File: src/rtl/uart_rxq.sv
module uart_rxq #(
  parameter int DEPTH     = 16,
  parameter int DW        = 8,
  parameter int TMO_CHARS = 4
) (
  input  logic          clk,
  input  logic          rst_n,
  input  logic          in_vld,
  input  logic [DW-1:0] in_data,
  input  logic          in_perr,
  input  logic          in_ferr,
  input  logic          in_brk,
  input  logic          rd_stb,
  input  logic          stat_rd,
  input  logic          ctl_wr,
  input  logic [7:0]    ctl_data,
  input  logic          char_tick,
  output logic [DW-1:0] rx_byte,
  output logic          rdy,
  output logic          ovr,
  output logic          hd_perr,
  output logic          hd_ferr,
  output logic          hd_brk,
  output logic          any_err,
  output logic          trig,
  output logic          tmo
);
  localparam int AW = $clog2(DEPTH);
  localparam int CW = AW + 1;
  localparam int EW = DW + 3;
  localparam int TW = $clog2(TMO_CHARS + 1);

  logic [EW-1:0] mem [DEPTH];
  logic [AW-1:0] wp, rp;
  logic [CW-1:0] cnt, ecnt, lvl;
  logic [1:0]    lvl_sel;
  logic [TW-1:0] tcnt;
  logic          ovr_q;

  wire flush    = ctl_wr & ctl_data[0] & ctl_data[1];
  wire empty    = (cnt == '0);
  wire full     = (cnt == CW'(DEPTH));
  wire push     = in_vld & ~full & ~flush;
  wire pop      = rd_stb & ~empty & ~flush;
  wire in_err   = in_perr | in_ferr | in_brk;
  wire [EW-1:0] head = mem[rp];
  wire head_err = |head[EW-1:DW];

  function automatic logic [AW-1:0] nxt(input logic [AW-1:0] p);
    return (p == AW'(DEPTH - 1)) ? '0 : p + 1'b1;
  endfunction

  always_ff @(posedge clk)
    if (push) mem[wp] <= {in_brk, in_ferr, in_perr, in_data};

  always_ff @(posedge clk) begin
    if (!rst_n) begin
      wp   <= '0;
      rp   <= '0;
      cnt  <= '0;
      ecnt <= '0;
    end else if (flush) begin
      wp   <= '0;
      rp   <= '0;
      cnt  <= '0;
      ecnt <= '0;
    end else begin
      if (push) wp <= nxt(wp);
      if (pop)  rp <= nxt(rp);
      cnt  <= cnt + CW'(push) - CW'(pop);
      ecnt <= ecnt + CW'(push & in_err) - CW'(pop & head_err);
    end
  end

  always_ff @(posedge clk) begin
    if (!rst_n)                      lvl_sel <= 2'b00;
    else if (ctl_wr && ctl_data[0])  lvl_sel <= ctl_data[7:6];
  end

  always_ff @(posedge clk) begin
    if (!rst_n)                         ovr_q <= 1'b0;
    else if (in_vld && full && !flush)  ovr_q <= 1'b1;
    else if (stat_rd)                   ovr_q <= 1'b0;
  end

  always_ff @(posedge clk) begin
    if (!rst_n || flush || push || pop || empty)
      tcnt <= '0;
    else if (char_tick && tcnt != TW'(TMO_CHARS))
      tcnt <= tcnt + 1'b1;
  end

  always_comb
    case (lvl_sel)
      2'b00:   lvl = CW'(1);
      2'b01:   lvl = CW'(DEPTH / 4);
      2'b10:   lvl = CW'(DEPTH / 2);
      default: lvl = CW'(DEPTH - 2);
    endcase

  assign rx_byte = empty ? '0 : head[DW-1:0];
  assign hd_perr = ~empty & head[DW];
  assign hd_ferr = ~empty & head[DW+1];
  assign hd_brk  = ~empty & head[DW+2];
  assign rdy     = ~empty;
  assign ovr     = ovr_q;
  assign any_err = (ecnt != '0);
  assign trig    = (cnt >= lvl);
  assign tmo     = ~empty & (tcnt == TW'(TMO_CHARS));
endmodule

File: config.mk
export PLATFORM = sky130hd
export DESIGN_NAME = uart_rxq
export DESIGN_NICKNAME = d
export VERILOG_FILES = /design/src/rtl/uart_rxq.sv
export SDC_FILE = /design/constraint.sdc
export NUM_CORES = 1
export LEC_CHECK = 0
export BUFFER_PORTS_ARGS = -buffer_cell sky130_fd_sc_hd__buf_2
export CELL_PAD_IN_SITES_DETAIL_PLACEMENT = 0
export CELL_PAD_IN_SITES_GLOBAL_PLACEMENT = 2
export CORE_UTILIZATION = 50
export DETAILED_ROUTE_END_ITERATION = 10
export PLACE_DENSITY_LB_ADDON = 0.1
export SLEW_MARGIN = 25
export SYNTH_ARGS = -nofsm -noshare
export SYNTH_HDL_FRONTEND = slang
export SYNTH_SLANG_ARGS = --single-unit
export TNS_END_PERCENT = 50
File: constraint.sdc
create_clock -name clk -period 6.9 [get_ports clk]
set_clock_uncertainty 0.15 [all_clocks]
set_input_delay 1.38 -clock clk [delete_from_list [all_inputs] [get_ports clk]]
set_output_delay 1.38 -clock clk [all_outputs]
set_load 0.05 [all_outputs]
**Word-level counts from Yosys, hierarchy flattened**

Memories as Yosys holds them, arrays and structs flattened. A register that Yosys moved wholly into a read port is not among the register bits.
Index checks and enable logic that the tools add are counted.

- Add/subtract/negate cells: 7
- Multiply operators: 0
- Divide/modulo/power cells: 0
- Order comparisons: 1
- Eq/ne operators: 7
- Shift-type cells: 0
- Mux-type cells: 10
- Bitwise operators: 18
- Reductions and logical operators: 16

Operators with widths:

| cell | number |
|---|---|
| 4-bit two-way mux | 4 |
| 1-bit AND | 12 |
| 4-bit one-hot mux with 3 select lines | 1 |
| 5-bit by 1-bit adder with 5-bit output | 2 |
| 5-bit by 1-bit subtractor with 5-bit output | 2 |
| 4-bit by 1-bit adder with 4-bit output, second input constant | 2 |
| 4-bit equality test, second input constant | 2 |
| 8-bit two-way mux | 1 |
| 5-bit equality test, second input constant | 1 |
| 5-bit >= comparator | 1 |
| 5-bit logical NOT | 1 |
| 5-bit nonzero test | 1 |
| 1-bit logical AND | 4 |
| 1-bit logical OR | 4 |
| 1-bit two-way mux | 4 |
| 1-bit inverter | 4 |
| 3-bit by 1-bit adder with 3-bit output, second input constant | 1 |
| 3-bit equality test, second input constant | 1 |
| 3-bit != test, second input constant | 1 |
| 3-bit OR reduction | 1 |
| 2-bit by 1-bit equality test with 1-bit output, second input constant | 1 |
| 2-bit equality test, second input constant | 1 |
| 1-bit logical NOT | 2 |
| 2-bit logical NOT | 1 |
| 3 further kinds | 4 |

- Bits in registers: 24
- Latch bits: 0
- Memory bits (writable): 176
- ROM bits: 0
- Input bits: 26
- Output and inout bits: 16
- Logic and storage cells: 67
- Memories: 1

Memory list:

| memory | words | width | rd ports | clocked after memory_dff | write ports | RTL line | source |
|---|---|---|---|---|---|---|---|
| mem | 16 | 11 | 1 | 1 | 1 | 33 | `logic [EW-1:0] mem [DEPTH];` |

**Logic depth before layout (Yosys ltp)**

Gate-level depths: netlist (run 1).

- Depth in word-level cells: 7
- Gate-level depth with buffers: 16

**Worst setup path after synthesis (run 1)**

OpenSTA, ideal clock, no wires.

- Kind: input to register
- Start: input ctl_data[0]
- End: register cnt[4]
- Library setup time: 70 ps
- Data arrival time: 3680 ps
- Required time: 6680 ps
- Path slack: 3000 ps
- Stages: 13
- Path through: nand3_1 clkbuf_1 and3_1 clkbuf_1 inv_1 ha_1 inv_1 ha_1 fa_1 a21oi_1 nor2_1 or3_1 a21oi_1

- Cells in the longest elaborated chain, start to end: 6
- Elaborated cells on any way between the ends: 8

Ends and longest elaborated chain:

| what | RTL line | source |
|---|---|---|
| start: declaration | 16 | `input logic [7:0] ctl_data,` |
| 1-bit AND (*) (2 in a row) | 40 | `wire flush = ctl_wr & ctl_data[0] & ctl_data[1];` |
| 1-bit inverter | 43, 44 |  |
| 1-bit AND | 43 | `wire push = in_vld & ~full & ~flush;` |
| 5-bit by 1-bit adder with 5-bit output | 70 | `cnt <= cnt + CW'(push) - CW'(pop);` |
| 5-bit by 1-bit subtractor with 5-bit output | 70 |  |
| end signal: assignment | 70 |  |
| end: declaration | 35 | `logic [CW-1:0] cnt, ecnt, lvl;` |

Mark *: on every way between the ends. The rest lies on a longest branch, timed or not.
A chain may end at the register's enable or synchronous reset.

==> results of run 1 <==
[power breakdown]
part | switching, mW | internal (mW) | leakage (nW)
combinational | 0.494 | 0.327 | 1.08
sequential | 0.0509 | 1.39 | 1.82
clock | 0.453 | 0.634 | 0.317
total | 0.998 | 2.35 | 3.21
[logic make-up after synthesis]
kind of cell,count (synthesis),synth area share [%]
DFF,204,70.2
adders and majority gates,25,3.94
buffers and inverters,41,2.12
and+or+nand+nor,94,5.65
xor gates and xnor gates,9,0.946
AOI/OAI and AO/OA,30,2.37
muxes,57,14.8
[registers in the layout, summed over array words and instances, names as in the netlist, named ones only]
name / cells
cnt: 5
ovr: 1
wp: 4
tcnt: 3
lvl_sel: 2
ecnt: 5
rp: 4
mem: 176
[final cells by class]
class                           instances  share of cell area (%)
Clock buffer                           22                    5.57
Timing Repair Buffer                   55                    3.37
Inverter                               21                   0.829
Sequential cell                       204                    61.5
Multi-Input combinational cell        215                    24.5
Tap cell                              216                    2.84
Clock inverter                         15                    1.41
[cells in the mapped netlist (all sizes together)]
cell / n
a211o: 2
a21boi: 3
a21o: 4
a21oi: 9
a22oi: 2
a311oi: 1
a31oi: 2
a41oi: 1
and2: 12
and3: 6
and4b: 1
buf: 7
clkbuf: 13
dfxtp: 28
edfxtp: 176
fa: 2
ha: 23
inv: 21
mux2i: 4
mux4: 53
nand2: 15
nand2b: 4
nand3: 10
nand4: 3
nand4bb: 1
nor2: 30
nor2b: 2
nor3: 6
nor3b: 1
o21ai: 3
o22ai: 1
o31a: 1
o31ai: 1
or3: 1
or4: 1
or4b: 1
xnor2: 5
xor2: 4
[layer usage]
metal  up-vias  wire (um)  GRT usage, %
li1       1931          -             -
met1      2123       6990          27.4
met2        91       8200          34.9
met3        26        803          2.68
met4         0        285          5.27
met5         -          0             0
[final timing paths]
path / to / slack (ns) / cells after the start / start
max: rx_byte[1] / 2.01 / 5 / flip-flop
min: lvl_sel[0]$_SDFFE_PN0N_ / 0.35 / 2 / lvl_sel[0]$_SDFFE_PN0N_
max reg2reg: ecnt[4]$_SDFF_PP0_ / 2.68 / 12 / flip-flop
min reg2reg: lvl_sel[0]$_SDFFE_PN0N_ / 0.35 / 2 / lvl_sel[0]$_SDFFE_PN0N_
[critical path, cell delays in order (launching register included)]
cell	delay (ns)
dfxtp_2	0.92
buf_4	0.51
mux4_2	0.56
mux4_2	0.48
and2_1	0.17
buf_2	0.20
[stage by stage]
step | power [mW] | util, % | setup slack (ns)
2_1_floorplan | 2.12 | - | 3.00
3_3_place_gp | 2.30 | 55.1 | 2.43
5_1_grt | 3.52 | 59.2 | 1.76
4_1_cts | 3.39 | 59.2 | 1.90
3_5_place_dp | 2.30 | 55.1 | 2.42
6_report | 3.35 | 59.2 | 2.01
==> impl_metrics.csv, run 1 <==
group,metric,value,unit
floorplan,die_h,131,um
placed_design,placedInstanceArea,8850,um2
route,drcViolationCount,0,
yosys,ys_seq_area_share,70.2,%
sta,period_needed,4.89,ns
yosys,syn_area,8330,um2
placed_design,port_buffers,37,
clocking,htree_levels,1,
grt,grtUsageTotal,20.3,%
yosys,postSynthCellCount,460,
finish,fin_nets,569,
power,p_leak,3.21,nW
setup_path,crit_path_start_kind,"flip-flop",
sta,timing.fmax,205,MHz
clocking,cts_buffers,21,
route,avgRoutedWirePerCell,21.8,um
finish,drive_gt1_share,27.3,%
route,ant_nets,0,
floorplan,core_area,16100,um2
power,vdd_drop_max,0.000265,V
yosys,netlist.top_cell.by_area,"edfxtp_1",
finish,final_cells,748,
yosys,postSynthNetCount,511,
floorplan,pin_count,42,
finish,antenna_cells,0,
placed_design,place_inst,711,
route,routed_wl,16300,um
sta,slew_headroom,31.5,%
setup_path,required,5.37,ns
grt,grt_pass1_wl,24900,um
sta,hold_slack,0.354,ns
sta,setup_tns,0,ns
setup_path,cp.arrival,3.36,ns
finish,regArea,5850,um2
floorplan,initial_core_util,51.9,%
yosys,syn_avg_cell_area,18.1,um2
finish,syn_to_final_growth,14.1,%
yosys,ys_ff_latch,204,
clocking,cts_sinks,204,
setup_path,critPathKind,"reg -> out",
sta,post-route-period-util,70.9,%
grt,grt_max_degree,45,
status,status,"finished, final reports clean",
worst_hold_path,worstHoldPathType,"reg -> reg",
finish,multi_input_area,2330,um2
clocking,clock_latency,0.48,ns
sta,rsz0062_at_grt,"no",
yosys,synth_top_area_share,63.4,%
sta,setup_viol,0,
route,vias,4171,
clocking,holdBufCountCts,0,
finish,fill_cells,1200,
setup_path,worst-path-max-fanout,25,
placed_design,dp_hpwl,9880,um
floorplan,rows,46,
finish,fin_area,9510,um2
floorplan,die-area,17200,um2
clocking,clkTransAtPathRegs,0.06,ns
route,first_pass_iters,4,
sta,worstMarginPinSlew,1.02,ns
clocking,cts_setup_buffers,0,
sta,drv_slew,0,
yosys,yosys_warnings,0,
clocking,clockBufferDepth,3,
sta,finalHoldViolCount,0,
power,powerDensity,352,nW/um2
clocking,cts_tree,"done",
job,maxCapViolations,0,
finish,layout_commonest_cell,"edfxtp_1",
grt,grt_overflow,0,
route,vias_per_cell,5.58,
route,initialDrtViolationCount,285,
clocking,cts_root_buf,"clkbuf_16",
floorplan,die_w,131,um
clocking,post_cts_resized,0,
grt,grt_pass1_vias,4362,
placed_design,place_congestion,0.722,
finish,final_cell_mix,"edfxtp_1, mux4_2, buf_2, nor2_1, dfxtp_1",
grt,grt_antenna_before_repair,0,
setup_path,endpoint_kind,"primary output",
yosys,synth_area_leaders,"edfxtp_1, mux4_2, dfxtp_1",
yosys,yosys.cell_types.count,40,
Note: power is estimated with default switching activity, not from simulation.
==> inputs of run 2 (changes only) <==
Settings changed: ABC_AREA set to 1, CORE_UTILIZATION 50 to 37.
Clock period 6.9 ns to 4.27 ns, I/O delays scaled along.
==> impl_metrics.csv, run 2 <==
group,metric,value,unit
grt,grt_pass1_vias,5741,
clocking,cts_sinks,204,
setup_path,cp_slowest_cell,"buf_6",
finish,finish.utilization,43.7,%
floorplan,core_area,22900,um2
setup_path,ff2ff_path_depth,19,
grt,grtUsageTotal,18.4,%
status,status,"finished, final reports clean",
worst_hold_path,worstHoldStart,"rp[2]$_SDFFE_PP0N_",
route,vias_per_cell,4.94,
setup_path,required,3.27,ns
route,ant_nets,0,
placed_design,place_ws,0.506,ns
yosys,ys_ff_latch,204,
placed_design,dp_hpwl,12900,um
floorplan,initial_core_util,38.2,%
route,routed_wl,21300,um
grt,grtUsageMet1,24.6,%
grt,busiest_layer,"met2",
clocking,cts_buffers,23,
sta,timing.fmax,249,MHz
yosys,ys_seq_area_share,66.8,%
power,finalPower,5.71,mW
yosys,syn_avg_cell_area,11.2,um2
power,p_sw_share,32.3,%
worst_hold_path,hold_path_depth,2,
job,maxCapViolations,0,
sta,setup_tns,0,ns
finish,reg_top3,"mem: 176 flops, cnt: 5 flops, ecnt: 5 flops",
yosys,postSynthNetCount,829,
floorplan,rows,55,
sta,finalHoldViolCount,0,
sta,rsz0062_at_grt,"no",
finish,final_cells,1156,
placed_design,port_buffers,37,
finish,final_cell_mix,"edfxtp_1, nand2_1, nor2_1, inv_1, nand3_1",
yosys,synth_top_area_share,60.4,%
setup_path,critPathKind,"reg -> out",
floorplan,die_w,156,um
yosys,async_reset_ff_share,0,%
floorplan,die-area,24300,um2
finish,syn_to_final_growth,14.5,%
setup_path,timing.rr.end,"ecnt[4]$_SDFF_PP0_",
grt,grt_max_degree,77,
route,vias,5708,
power,power_frac_comb,25.0,%
yosys,yosys_warnings,0,
finish,top_register,"mem",
route,first_pass_iters,5,
yosys,synth-edff-count,176,
yosys,netlist.top_cell.by_area,"edfxtp_1",
yosys,postSynthCellCount,778,
placed_design,place_congestion,0.718,
sta,slew_headroom,48.5,%
setup_path,crit_path_start_kind,"flip-flop",
power,power.internal,3.86,mW
power,powerDensity,569,nW/um2
clocking,cts_tree,"done",
setup_path,slowest_delay,0.46,ns
sta,setup_viol,0,
placed_design,place_inst,1114,
finish,drive_gt1_share,12.0,%
sta,drv_slew,0,
clocking,clock_latency,0.50,ns
finish,fin_nets,877,
finish,layout_commonest_cell,"edfxtp_1",
yosys,synth_ff_type,"edfxtp_1",
clocking,cts_root_buf,"clkbuf_16",
clocking,clockBufferDepth,3,
yosys,syn_area,8750,um2
setup_path,cp.arrival,3.01,ns
finish,largest_reg_flops,176,
floorplan,pin_count,42,
clocking,clkTransAtPathRegs,0.06,ns
setup_path,cp_cell_sequence,"inv_2 -> buf_6 -> nand2_1 -> nand3_1 -> nand2_1 -> a21oi_1 -> o31ai_1 -> a21oi_1 -> buf_2",
route,drcViolationCount,0,
route,avgRoutedWirePerCell,18.5,um
sta,period_needed,4.02,ns
sta,setup_slack,0.251,ns
yosys,yosys.cell_types.count,34,
floorplan,die_h,156,um
grt,grt_overflow,0,
setup_path,worst-path-max-fanout,64,
power,p_leak,3.75,nW
grt,gr-usage-met2,31.3,%
setup_path,reg2reg_setup_slack,0.67,ns
worst_hold_path,worstHoldPathType,"reg -> reg",
grt,use_met3,3.08,%
clocking,cts_setup_buffers,0,
power,power_frac_seq,40.6,%
setup_path,endpoint_kind,"primary output",
sta,worstMarginPinSlew,0.769,ns
grt,grt_antenna_before_repair,1,
yosys,ys_top_cells_by_count,"edfxtp_1, nand2_1, nor2_1",
route,initialDrtViolationCount,350,
power,pwr-share-clk,34.4,%
yosys,yosysMostFrequentCell,"edfxtp_1",
grt,grt_pass1_wl,33500,um
power,vdd_drop_max,0.000518,V
sta,post-route-period-util,94.1,%
power,p_sw,1.84,mW
clocking,htree_levels,1,
finish,fill_cells,2159,
yosys,synth_area_leaders,"edfxtp_1, dfxtp_1, nand2_1",
[run 2: cell count changes after synthesis, sizes merged, moves of 35 or more]
cell   before  now
nor2       30   94
inv        21   71
a21oi       9   44
nand3      10   59
o21ai       3   57
mux4       53    0
nand2      15  143
[run 2: cells by family (layout without fill, tap and decap cells)]
family / Yosys count / in the layout / synth area share (%)
xor gates and xnor gates: 7 / 7 / 0.701
and+or+nand+nor: 302 / 302 / 14.2
other: 0 / 1 / 0
AOI/OAI and AO/OA: 134 / 134 / 8.70
adders and majority gates: 25 / 25 / 3.75
buffers and inverters: 106 / 170 / 5.84
DFF: 204 / 204 / 66.8
[run 2: final cells by class]
class	instances	area (um2)	share of cell area (%)
diodes	1	2.50	0.0250
clock buffers	33	643	6.42
clock inverters	8	111	1.11
inverters	71	269	2.68
multi-input cells	468	2400	23.9
flip-flops and latches	204	5850	58.4
well taps	313	392	3.91
repair buffers	58	359	3.58
[run 2: critical path: cells and delay by family (launching register included)]
family	cells	cell delay [ns]
buffers and inverters	3	1.18
AOI/OAI and AO/OA	3	0.59
DFF	1	0.45
and+or+nand+nor	3	0.27
[run 2: timing repair]
item / in CTS / in global routing
resized for setup: 1 / 0
hold endpoints to repair: 0 / 0
hold buffers: 0 / 0
setup endpoints to repair: 1 / 0
[run 2: metrics by stage]
step           hold slack, ns  area [um2]
6_report                0.328       10000
5_1_grt                 0.370       10000
4_1_cts                 0.328       10000
3_5_place_dp            0.320        9260
3_3_place_gp            0.319        9260
2_1_floorplan           0.297        8750
[run 2: how the worst max path moves through the flow]
| stage | endpoint | slack, ns | from | depth (start not counted) |
|---|---|---|---|---|
| finish | rx_byte[3] | 0.25 | flip-flop | 9 |
| global route | rx_byte[3] | 0.01 | flip-flop | 9 |
| CTS | rx_byte[3] | 0.15 | flip-flop | 9 |
| detailed placement | rx_byte[3] | 0.51 | flip-flop | 9 |
| global placement | rx_byte[3] | 0.51 | flip-flop | 9 |
| floorplan | ecnt[4]$_SDFF_PP0_ | 1.26 | ctl_wr | 16 |
[run 2: routing by layer]
layer,part of all wire (%),vias up
li1,-,2791
met1,46,2798
met2,48,85
met3,3.8,34
met4,2.0,0
met5,0,-
[run 2: power by group through the flow]
stage | clock network, mW | logic (mW) | registers [mW]
after floorplan | 0 | 1.10 | 2.34
after global placement | 0 | 1.41 | 2.36
after detailed placement | 0 | 1.44 | 2.36
after CTS | 2.01 | 1.44 | 2.32
after global routing | 2.09 | 1.59 | 2.33
final | 1.96 | 1.42 | 2.32
==> inputs of run 3 (changes only) <==
Settings changed: ABC_AREA 1 to not set, CORE_ASPECT_RATIO set to 1.2, CORE_UTILIZATION 37 to 42.
==> impl_metrics.csv, run 3 (synthesis gave the netlist of run 1 again) <==
group,metric,value,unit
floorplan,rows,56,
finish,reg_top3,"mem: 176 flops, cnt: 5 flops, ecnt: 5 flops",
setup_path,slowest_delay,0.59,ns
setup_path,worst-path-max-fanout,24,
clocking,cts_buffers,22,
route,avgRoutedWirePerCell,21.3,um
clocking,cts_setup_buffers,0,
sta,finalHoldViolCount,0,
route,vias_per_cell,5.21,
power,powerDensity,582,nW/um2
sta,rsz0062_at_grt,"no",
power,p_sw_share,28.8,%
setup_path,cp_slowest_cell,"mux4_2",
route,vias,4162,
route,routed_wl,17000,um
grt,grt_overflow,0,
grt,grt_antenna_before_repair,0,
setup_path,cp_cell_sequence,"buf_4 -> mux4_2 -> mux4_2 -> and2_1 -> buf_2",
floorplan,die_h,156,um
power,pwr-share-clk,34.4,%
clocking,cts_sinks,204,
finish,syn_to_final_growth,16.5,%
setup_path,critPathMostFrequentCell,"mux4_2",
finish,layout_commonest_cell,"edfxtp_1",
placed_design,port_buffers,37,
clocking,clkTransAtPathRegs,0.06,ns
sta,period_needed,3.83,ns
sta,setup_tns,0,ns
route,drcViolationCount,0,
setup_path,required,3.27,ns
grt,grtUsageTotal,17.9,%
finish,drive_gt1_share,28.8,%
finish,fin_area,9700,um2
sta,timing.fmax,261,MHz
placed_design,dp_hpwl,10700,um
setup_path,endpoint_kind,"primary output",
grt,grt_pass1_wl,26300,um
route,first_pass_iters,4,
setup_path,crit_family,"multiplexers",
route,initialDrtViolationCount,272,
placed_design,placedInstanceArea,8950,um2
finish,fin_nets,577,
finish,fill_cells,1684,
power,power_frac_seq,41.0,%
floorplan,pin_count,42,
clocking,htree_levels,1,
worst_hold_path,worstHoldStart,"lvl_sel[0]$_SDFFE_PN0N_",
job,maxCapViolations,0,
route,ant_nets,0,
floorplan,die-area,20400,um2
clocking,cts_root_buf,"clkbuf_16",
clocking,holdBufCountCts,0,
clocking,clock_latency,0.49,ns
floorplan,die_w,131,um
placed_design,place_congestion,0.729,
grt,grt_pass1_vias,4426,
setup_path,crit_path_start_kind,"flip-flop",
sta,post-route-period-util,89.8,%
finish,final_cell_mix,"edfxtp_1, mux4_2, buf_2, nor2_1, dfxtp_1",
sta,drv_slew,0,
worst_hold_path,worstHoldPathType,"reg -> reg",
grt,grt_max_degree,25,
power,p_sw,1.63,mW
clocking,post_cts_resized,0,
floorplan,initial_core_util,42.8,%
clocking,clockBufferDepth,3,
setup_path,path_buf_inv,2,
power,vdd_drop_max,0.000504,V
clocking,cts_tree,"done",
setup_path,cp.arrival,2.83,ns
power,power_frac_comb,24.6,%
setup_path,critPathKind,"reg -> out",
status,status,"finished, final reports clean",
power,p_leak,3.30,nW
power,power.internal,4.02,mW
finish,top_register,"mem",
floorplan,core_area,19500,um2
finish,antenna_cells,0,
sta,setup_viol,0,
sta,worstMarginPinSlew,0.909,ns
finish,largest_reg_flops,176,
sta,slew_headroom,39.2,%
-- run 3: changes by cell type in the layout (fill, tap and decap cells not counted), sizes merged, moves of 11 or more --
| cell | change |
|---|---|
| mux4 | +53 |
| a21oi | -35 |
| o21ai | -54 |
| nand2 | -128 |
| nor2 | -64 |
| and2 | +12 |
| o211ai | -11 |
| inv | -50 |
| nand3 | -49 |
-- run 3: layout make-up --
| class | count | area (um2) | share of cell area, % |
|---|---|---|---|
| Sequential cell | 204 | 5850 | 60.3 |
| Tap cell | 261 | 327 | 3.37 |
| Inverter | 21 | 78.8 | 0.812 |
| Clock inverter | 7 | 110 | 1.13 |
| Timing Repair Buffer | 62 | 373 | 3.84 |
| Multi-Input combinational cell | 215 | 2330 | 24.0 |
| Clock buffer | 29 | 638 | 6.58 |
-- run 3: per-layer routing --
metal | vias up | wire length, um | track usage (%)
met3 | 24 | 991 | 2.80
met1 | 2110 | 6910 | 23.1
li1 | 1935 | - | -
met5 | - | 0 | 0
met4 | 0 | 306 | 5.53
met2 | 93 | 8780 | 31.0
-- run 3: tightest hold or removal path: cells and delay by family, from the launching register on --
family,cells,cell delay (ns)
flops,1,0.33
simple gates,1,0.06
compound gates,1,0.06
-- run 3: power groups by stage --
stage                     Clock, mW  Sequential [mW]  Combinational, mW
after floorplan                   0             2.33               1.10
after global placement            0             2.36               1.40
after detailed placement          0             2.36               1.42
after CTS                      1.99             2.32               1.42
after global routing           2.07             2.33               1.53
final                          1.94             2.31               1.39
-- run 3: stage by stage --
stage	hold WS, ns	total power, mW	setup WS (ns)	instances	utilization, %
after global routing	0.381	5.93	0.254	799	49.8
after global placement	0.346	3.76	0.544	763	46.0
after detailed placement	0.347	3.78	0.534	763	46.0
after CTS	0.355	5.74	0.338	799	49.8
after floorplan	0.316	3.43	0.832	460	-
final	0.354	5.64	0.436	799	49.8
-- run 3: path summary, 6_finish.rpt --
kind                        endpoint  slack [ns]  cells past startpoint
min          lvl_sel[0]$_SDFFE_PN0N_        0.35                      2
max reg2reg       ecnt[4]$_SDFF_PP0_        0.60                     14
max                       rx_byte[3]        0.44                      5
min reg2reg  lvl_sel[0]$_SDFFE_PN0N_        0.35                      2
